==> src/rtl/cab_pkg.sv <==
package cab_pkg;
    typedef enum logic [1:0] {
        OWN_NONE  = 2'd0,
        OWN_LEFT  = 2'd1,
        OWN_RIGHT = 2'd2
    } owner_e;

    localparam int NUM_PORTS = 2;
    localparam int LEFT      = 0;
    localparam int RIGHT     = 1;
endpackage

==> src/rtl/cab_port_track.sv <==
module cab_port_track #(
    parameter int ADDR_W = 15
) (
    input  logic              clk,
    input  logic              rst_n,
    input  logic              en_n,
    input  logic [ADDR_W-1:0] addr,
    output logic              active,
    output logic              moved
);
    typedef struct packed {
        logic              en_n;
        logic [ADDR_W-1:0] addr;
    } track_t;

    track_t st_d, st_q;

    always_comb begin
        st_d      = st_q;
        st_d.en_n = en_n;
        st_d.addr = addr;
        active    = !en_n;
        moved     = (en_n != st_q.en_n) || (addr != st_q.addr);
    end

    always_ff @(posedge clk or negedge rst_n) begin
        if (!rst_n) begin
            st_q.en_n <= 1'b1;
            st_q.addr <= '0;
        end else begin
            st_q <= st_d;
        end
    end

    // a port that was disabled on the last edge and is enabled now has moved
    assert_arrival_R3: assert property (@(posedge clk) disable iff (!rst_n)
        ($past(en_n) && !en_n) |-> moved);
endmodule

==> src/rtl/cab_write_gate.sv <==
module cab_write_gate (
    input  logic clk,
    input  logic rst_n,
    input  logic master_mode,
    input  logic wr_req,
    input  logic active,
    input  logic lost,
    input  logic busy_in_n,
    output logic busy_out_n,
    output logic wr_en
);
    logic blocked;

    always_comb begin
        busy_out_n = master_mode ? !lost : 1'b1;
        blocked    = master_mode ? lost : !busy_in_n;
        wr_en      = wr_req && active && !blocked;
    end

    assert_inhibit_R6: assert property (@(posedge clk) disable iff (!rst_n)
        (master_mode && !busy_out_n) |-> !wr_en);
    assert_slave_block_R7: assert property (@(posedge clk) disable iff (!rst_n)
        (!master_mode && !busy_in_n) |-> !wr_en);
    assert_slave_quiet_R7: assert property (@(posedge clk) disable iff (!rst_n)
        !master_mode |-> busy_out_n);
    assert_idle_write_R9: assert property (@(posedge clk) disable iff (!rst_n)
        !active |-> !wr_en);
endmodule

==> src/rtl/collision_arbiter.sv <==
module collision_arbiter
    import cab_pkg::*;
#(
    parameter int ADDR_W       = 15,
    parameter bit ALT_PRIORITY = 1'b0
) (
    input  logic              clk,
    input  logic              rst_n,
    input  logic              master_mode,
    input  logic              lft_en_n,
    input  logic [ADDR_W-1:0] lft_addr,
    input  logic              lft_wr_req,
    input  logic              lft_busy_in_n,
    input  logic              rgt_en_n,
    input  logic [ADDR_W-1:0] rgt_addr,
    input  logic              rgt_wr_req,
    input  logic              rgt_busy_in_n,
    output logic              lft_busy_n,
    output logic              rgt_busy_n,
    output logic              lft_wr_en,
    output logic              rgt_wr_en
);
    typedef struct packed {
        owner_e owner;
        logic   tie_turn;
    } arb_t;

    logic              en_n_v   [NUM_PORTS];
    logic [ADDR_W-1:0] addr_v   [NUM_PORTS];
    logic              wr_v     [NUM_PORTS];
    logic              bin_v    [NUM_PORTS];
    logic              bout_v   [NUM_PORTS];
    logic              wen_v    [NUM_PORTS];
    logic [NUM_PORTS-1:0] act;
    logic [NUM_PORTS-1:0] mov;
    logic [NUM_PORTS-1:0] lost;

    arb_t   arb_d, arb_q;
    owner_e owner_now;
    logic   match;
    logic   rearb;
    owner_e tie_pick;

    always_comb begin
        en_n_v[LEFT]  = lft_en_n;      en_n_v[RIGHT] = rgt_en_n;
        addr_v[LEFT]  = lft_addr;      addr_v[RIGHT] = rgt_addr;
        wr_v[LEFT]    = lft_wr_req;    wr_v[RIGHT]   = rgt_wr_req;
        bin_v[LEFT]   = lft_busy_in_n; bin_v[RIGHT]  = rgt_busy_in_n;
    end

    for (genvar p = 0; p < NUM_PORTS; p++) begin : g_port
        cab_port_track #(.ADDR_W(ADDR_W)) u_track (
            .clk    (clk),
            .rst_n  (rst_n),
            .en_n   (en_n_v[p]),
            .addr   (addr_v[p]),
            .active (act[p]),
            .moved  (mov[p])
        );

        cab_write_gate u_gate (
            .clk         (clk),
            .rst_n       (rst_n),
            .master_mode (master_mode),
            .wr_req      (wr_v[p]),
            .active      (act[p]),
            .lost        (lost[p]),
            .busy_in_n   (bin_v[p]),
            .busy_out_n  (bout_v[p]),
            .wr_en       (wen_v[p])
        );
    end

    // tie rule: fixed left, or alternating when the parameter asks for it
    if (ALT_PRIORITY) begin : g_alt
        assign tie_pick = arb_q.tie_turn ? OWN_RIGHT : OWN_LEFT;
    end else begin : g_fixed
        assign tie_pick = OWN_LEFT;
    end

    always_comb begin
        arb_d     = arb_q;
        match     = act[LEFT] && act[RIGHT] && (addr_v[LEFT] == addr_v[RIGHT]);
        rearb     = (arb_q.owner == OWN_NONE) || mov[LEFT] || mov[RIGHT];
        owner_now = arb_q.owner;
        if (!match) begin
            owner_now = OWN_NONE;
        end else if (rearb) begin
            if (mov[RIGHT] && !mov[LEFT]) begin
                owner_now = OWN_LEFT;
            end else if (mov[LEFT] && !mov[RIGHT]) begin
                owner_now = OWN_RIGHT;
            end else begin
                owner_now      = tie_pick;
                arb_d.tie_turn = !arb_q.tie_turn;
            end
        end
        arb_d.owner  = owner_now;
        lost[LEFT]   = (owner_now == OWN_RIGHT);
        lost[RIGHT]  = (owner_now == OWN_LEFT);
    end

    always_ff @(posedge clk or negedge rst_n) begin
        if (!rst_n) begin
            arb_q.owner    <= OWN_NONE;
            arb_q.tie_turn <= 1'b0;
        end else begin
            arb_q <= arb_d;
        end
    end

    assign lft_busy_n = bout_v[LEFT];
    assign rgt_busy_n = bout_v[RIGHT];
    assign lft_wr_en  = wen_v[LEFT];
    assign rgt_wr_en  = wen_v[RIGHT];

    assert_exclusive_R4: assert property (@(posedge clk) disable iff (!rst_n)
        !(!lft_busy_n && !rgt_busy_n));
    assert_idle_R1: assert property (@(posedge clk) disable iff (!rst_n)
        (lft_en_n || rgt_en_n || (lft_addr != rgt_addr)) |-> (lft_busy_n && rgt_busy_n));
    assert_collision_R2: assert property (@(posedge clk) disable iff (!rst_n)
        (master_mode && !lft_en_n && !rgt_en_n && (lft_addr == rgt_addr))
            |-> (lft_busy_n != rgt_busy_n));
    assert_later_loses_R3: assert property (@(posedge clk) disable iff (!rst_n)
        (master_mode && match && mov[RIGHT] && !mov[LEFT]) |-> (!rgt_busy_n && lft_busy_n));
    assert_hold_R8: assert property (@(posedge clk) disable iff (!rst_n)
        (master_mode && $past(master_mode) && match && !mov[LEFT] && !mov[RIGHT])
            |-> ($stable(lft_busy_n) && $stable(rgt_busy_n)));
endmodule

==> config.mk <==
export PLATFORM = sky130hd
export DESIGN_NAME = collision_arbiter
export DESIGN_NICKNAME = d
export VERILOG_FILES = /design/src/rtl/cab_pkg.sv /design/src/rtl/cab_port_track.sv /design/src/rtl/cab_write_gate.sv /design/src/rtl/collision_arbiter.sv
export SDC_FILE = /design/constraint.sdc
export NUM_CORES = 1
export LEC_CHECK = 0
export CORE_ASPECT_RATIO = 0.75
export CORE_MARGIN = 2
export CORE_UTILIZATION = 46
export DETAILED_ROUTE_END_ITERATION = 12
export PLACE_DENSITY_LB_ADDON = 0.3
export SETUP_SLACK_MARGIN = 0.15
export SLEW_MARGIN = 20
export SYNTH_ARGS = -nofsm -noshare
export SYNTH_HDL_FRONTEND = slang
export SYNTH_SLANG_ARGS = --single-unit
==> constraint.sdc <==
create_clock -name clk -period 2 [get_ports clk]
set_input_delay 0.4 -clock clk [delete_from_list [all_inputs] [get_ports clk]]
set_output_delay 0.4 -clock clk [all_outputs]
set_load 0.02 [all_outputs]
==> metrics.txt, run 1 <==
Seq cells post-synth 34; Final nets around 210; diode count 0; clk sinks 34; Pre-Repair DR Iteration Count 4; Crit Path Max Fanout 3; Hold WS approximately 0.26 ns; final std cells w/o fill 206; antenna violations before repair 0; vias between 900 and 1k; critical path's largest stage delay 0.37 ns; fmax approximately 0.44 GHz; synth-to-layout area growth 39.28%; final setup vio count 4; GRT overflow 0; total die area between 3000 and 4000 sq um; Die H 52.67 um; placed instance count between 150 and 200; Die Wd between 60 and 70 um; worst vdd rail ir drop ~600 uV; critical-path cell list xor2_1 -> nor4_2 -> nand4_1 -> a21o_1 -> a21oi_1 -> buf_4; DR WL/cell ~15 um; Slew @ Worst Pin around 0.43 ns; Clock Latency Late Sink roughly 0.28 ns; layout cells sized above 1 a little over a third; Tmin final approximately 2.3 ns; antenna-violating nets left 0; TritonCTS Buffers 5; Synth Flop Type dfrtp_1; fin area 2023 sq um; Syn Nets between 150 and 200; top post-synthesis cells by count dfrtp_1, xnor2_1, xor2_1; Clk pin slew, worst setup/hold paths around 0.070 ns; Worst EP required approximately 1.6 ns; Synth async-reset ratio 100.0%; total core area 2978 sq um; wirelength, routed just over 3000 um; I/O pins 43; CTS Root Cell clkbuf_8; dominant cell type by area after synthesis dfrtp_1; failing checks setup timing; most common cell in the netlist dfrtp_1; final setup skew 0.004122 ns; crit end category output port; Slew Viols, Final 0; initial DRC count 54; Hold WC Path Type in -> reg; TNS Setup -0.9324 ns; H-tree lvl count 2; post-synthesis sequential area ratio 58.74%; Netlist cell types 16; synth warn 0; initial core utilization approximately half; outcome finished, violations left; global-route wire length before repair ~4600 um; top post-synthesis cells by area dfrtp_1, xnor2_1, xor2_1; number of synthesized flops with an enable pin 0; mapped cell area 1453 sq um; Remaining DRCs 0; RSZ-0062 raised after global routing yes; worst setup margin -0.2784 ns; maxcap violations 0; TritonCTS clock tree yes; Syn Area/Cell ~13 sq um; Post-Synthesis Cells 113; final hold violation count 0; Port-buffer cells 42; Max clock buf depth 2; Max-slew headroom between 70% and 80%; final period utilization 113.9%; vias per inst around 4.8; post-DP HPWL 2211 um; vias in the first global route approximately 1,000; GRT Util Overall roughly a fifth; Yosys top cell area share 55.12%; WS Path Type reg -> out; Static Leak approximately 0.85 nW; CP arrival 1.88 ns; dpl ws -1.040 ns; Cell Rows 17; CP max-delay cell dfrtp_1; Startpoint Class flip-flop; Placed Instance Area between 1500 and 2000 sq um; GP Congestion around 0.76; largest net degree at the start of global routing 35; pwr/cell area just over 700 nW/um^2
path summary, 6_finish.rpt:
| check | startpoint | to | slack (ns) | cells after the start |
|---|---|---|---|---|
| worst min register to register | arb_q[1] | arb_q[1] | 0.66 | 3 |
| worst min-delay path | rgt_addr[2] | g_port[1].u_track.st_q[2] | 0.26 | 1 |
| worst max register to register | g_port[1].u_track.st_q[3] | arb_q[2] | 0.39 | 6 |
| worst max-delay path | g_port[1].u_track.st_q[3] | rgt_wr_en | -0.28 | 6 |
| min in group asynchronous | rst_n | g_port[0].u_track.st_q[0] | 0.51 | 2 |
| max in group asynchronous | rst_n | g_port[0].u_track.st_q[15] | 1.14 | 2 |
metrics by stage:
stage	total power, W	util, %
final	0.001433	67.94
after global routing	0.001509	67.94
after CTS	0.001449	67.44
after detailed placement	0.0009771	65.38
after global placement	0.0009729	65.38
after floorplan	0.0008361	-
area by class of cell:
type                            count  area, sq um
Multi-Input combinational cell     77        673.1
Inverter                            2        7.507
Clock buffer                        8        80.08
Timing Repair Buffer               47        361.6
Tap cell                           38        47.55
Sequential cell                    34        853.3
Fill cell                         223        954.7
state kept, by name (all words and copies together) (netlist names):
signal and flops:
arb_q 2, g_port.u_track.st_q 32
worst max-delay path: cells and delay by family, from the launching register on:
kind,cells,cell delay [ns]
xor+xnor,1,0.16
buf+inv,1,0.15
compound gates,2,0.35
flops,1,0.37
simple gates,2,0.56
report_power, final:
part / switching [W] / internal [W] / total [W]
clock: 0.000230 / 0.000247 / 0.000476
combinational: 0.000104 / 0.000116 / 0.000220
sequential: 0.0000146 / 0.000722 / 0.000737
total: 0.000348 / 0.00108 / 0.00143
what timing repair did:
item / in CTS / in global routing
hold buffers: 0 / 0
resized for setup: 143 / 1
gates cloned: 0 / 0
buffers inserted: 1 / 1
pin swaps: 25 / 4
endpoints found under the hold margin: 0 / 0
setup endpoints to repair: 5 / 4
cells by family after synthesis:
logic type / Yosys count / share of synthesized area [%]
buf+inv: 2 / 0.5170
flops: 34 / 58.74
xor+xnor: 47 / 28.34
compound gates: 6 / 2.239
simple gates: 24 / 10.16
placed cells by master, fill, tap and decap left out, types with 3 or more instances in the layout:
cell type,instances
clkdlybuf4s50_1,6
clkdlybuf4s15_2,9
buf_4,6
xor2_1,16
dfrtp_1,32
xnor2_1,24
xnor2_2,7
buf_2,21
clkbuf_8,5
nand4_1,9
nor4_2,3
clkbuf_1,3
nor2_1,3
metal layers:
layer	track usage, %	wire length (um)	vias up
li1	-	-	481
met1	24.41	1411	470
met2	27.72	1393	24
met3	6.452	154	5
met4	11.76	64	0
met5	0	0	-
Power figures use the tool's default switching activity.
==> inputs of run 2 (changes only) <==
--- a/config.mk
+++ b/config.mk
@@ -11,7 +11,6 @@
 export DETAILED_ROUTE_END_ITERATION = 12
 export PLACE_DENSITY_LB_ADDON = 0.3
 export SETUP_SLACK_MARGIN = 0.15
-export SLEW_MARGIN = 20
 export SYNTH_ARGS = -nofsm -noshare
 export SYNTH_HDL_FRONTEND = slang
 export SYNTH_SLANG_ARGS = --single-unit
==> results of run 2 <==
Final layout, timing and power as in run 1 (identical DEF).
==> inputs of run 3 (changes only) <==
--- a/config.mk
+++ b/config.mk
@@ -11,6 +11,7 @@
 export DETAILED_ROUTE_END_ITERATION = 12
 export PLACE_DENSITY_LB_ADDON = 0.3
 export SETUP_SLACK_MARGIN = 0.15
+export SLEW_MARGIN = 20
 export SYNTH_ARGS = -nofsm -noshare
 export SYNTH_HDL_FRONTEND = slang
 export SYNTH_SLANG_ARGS = --single-unit
==> results of run 3 <==
Final layout, timing and power as in run 1 (identical DEF).
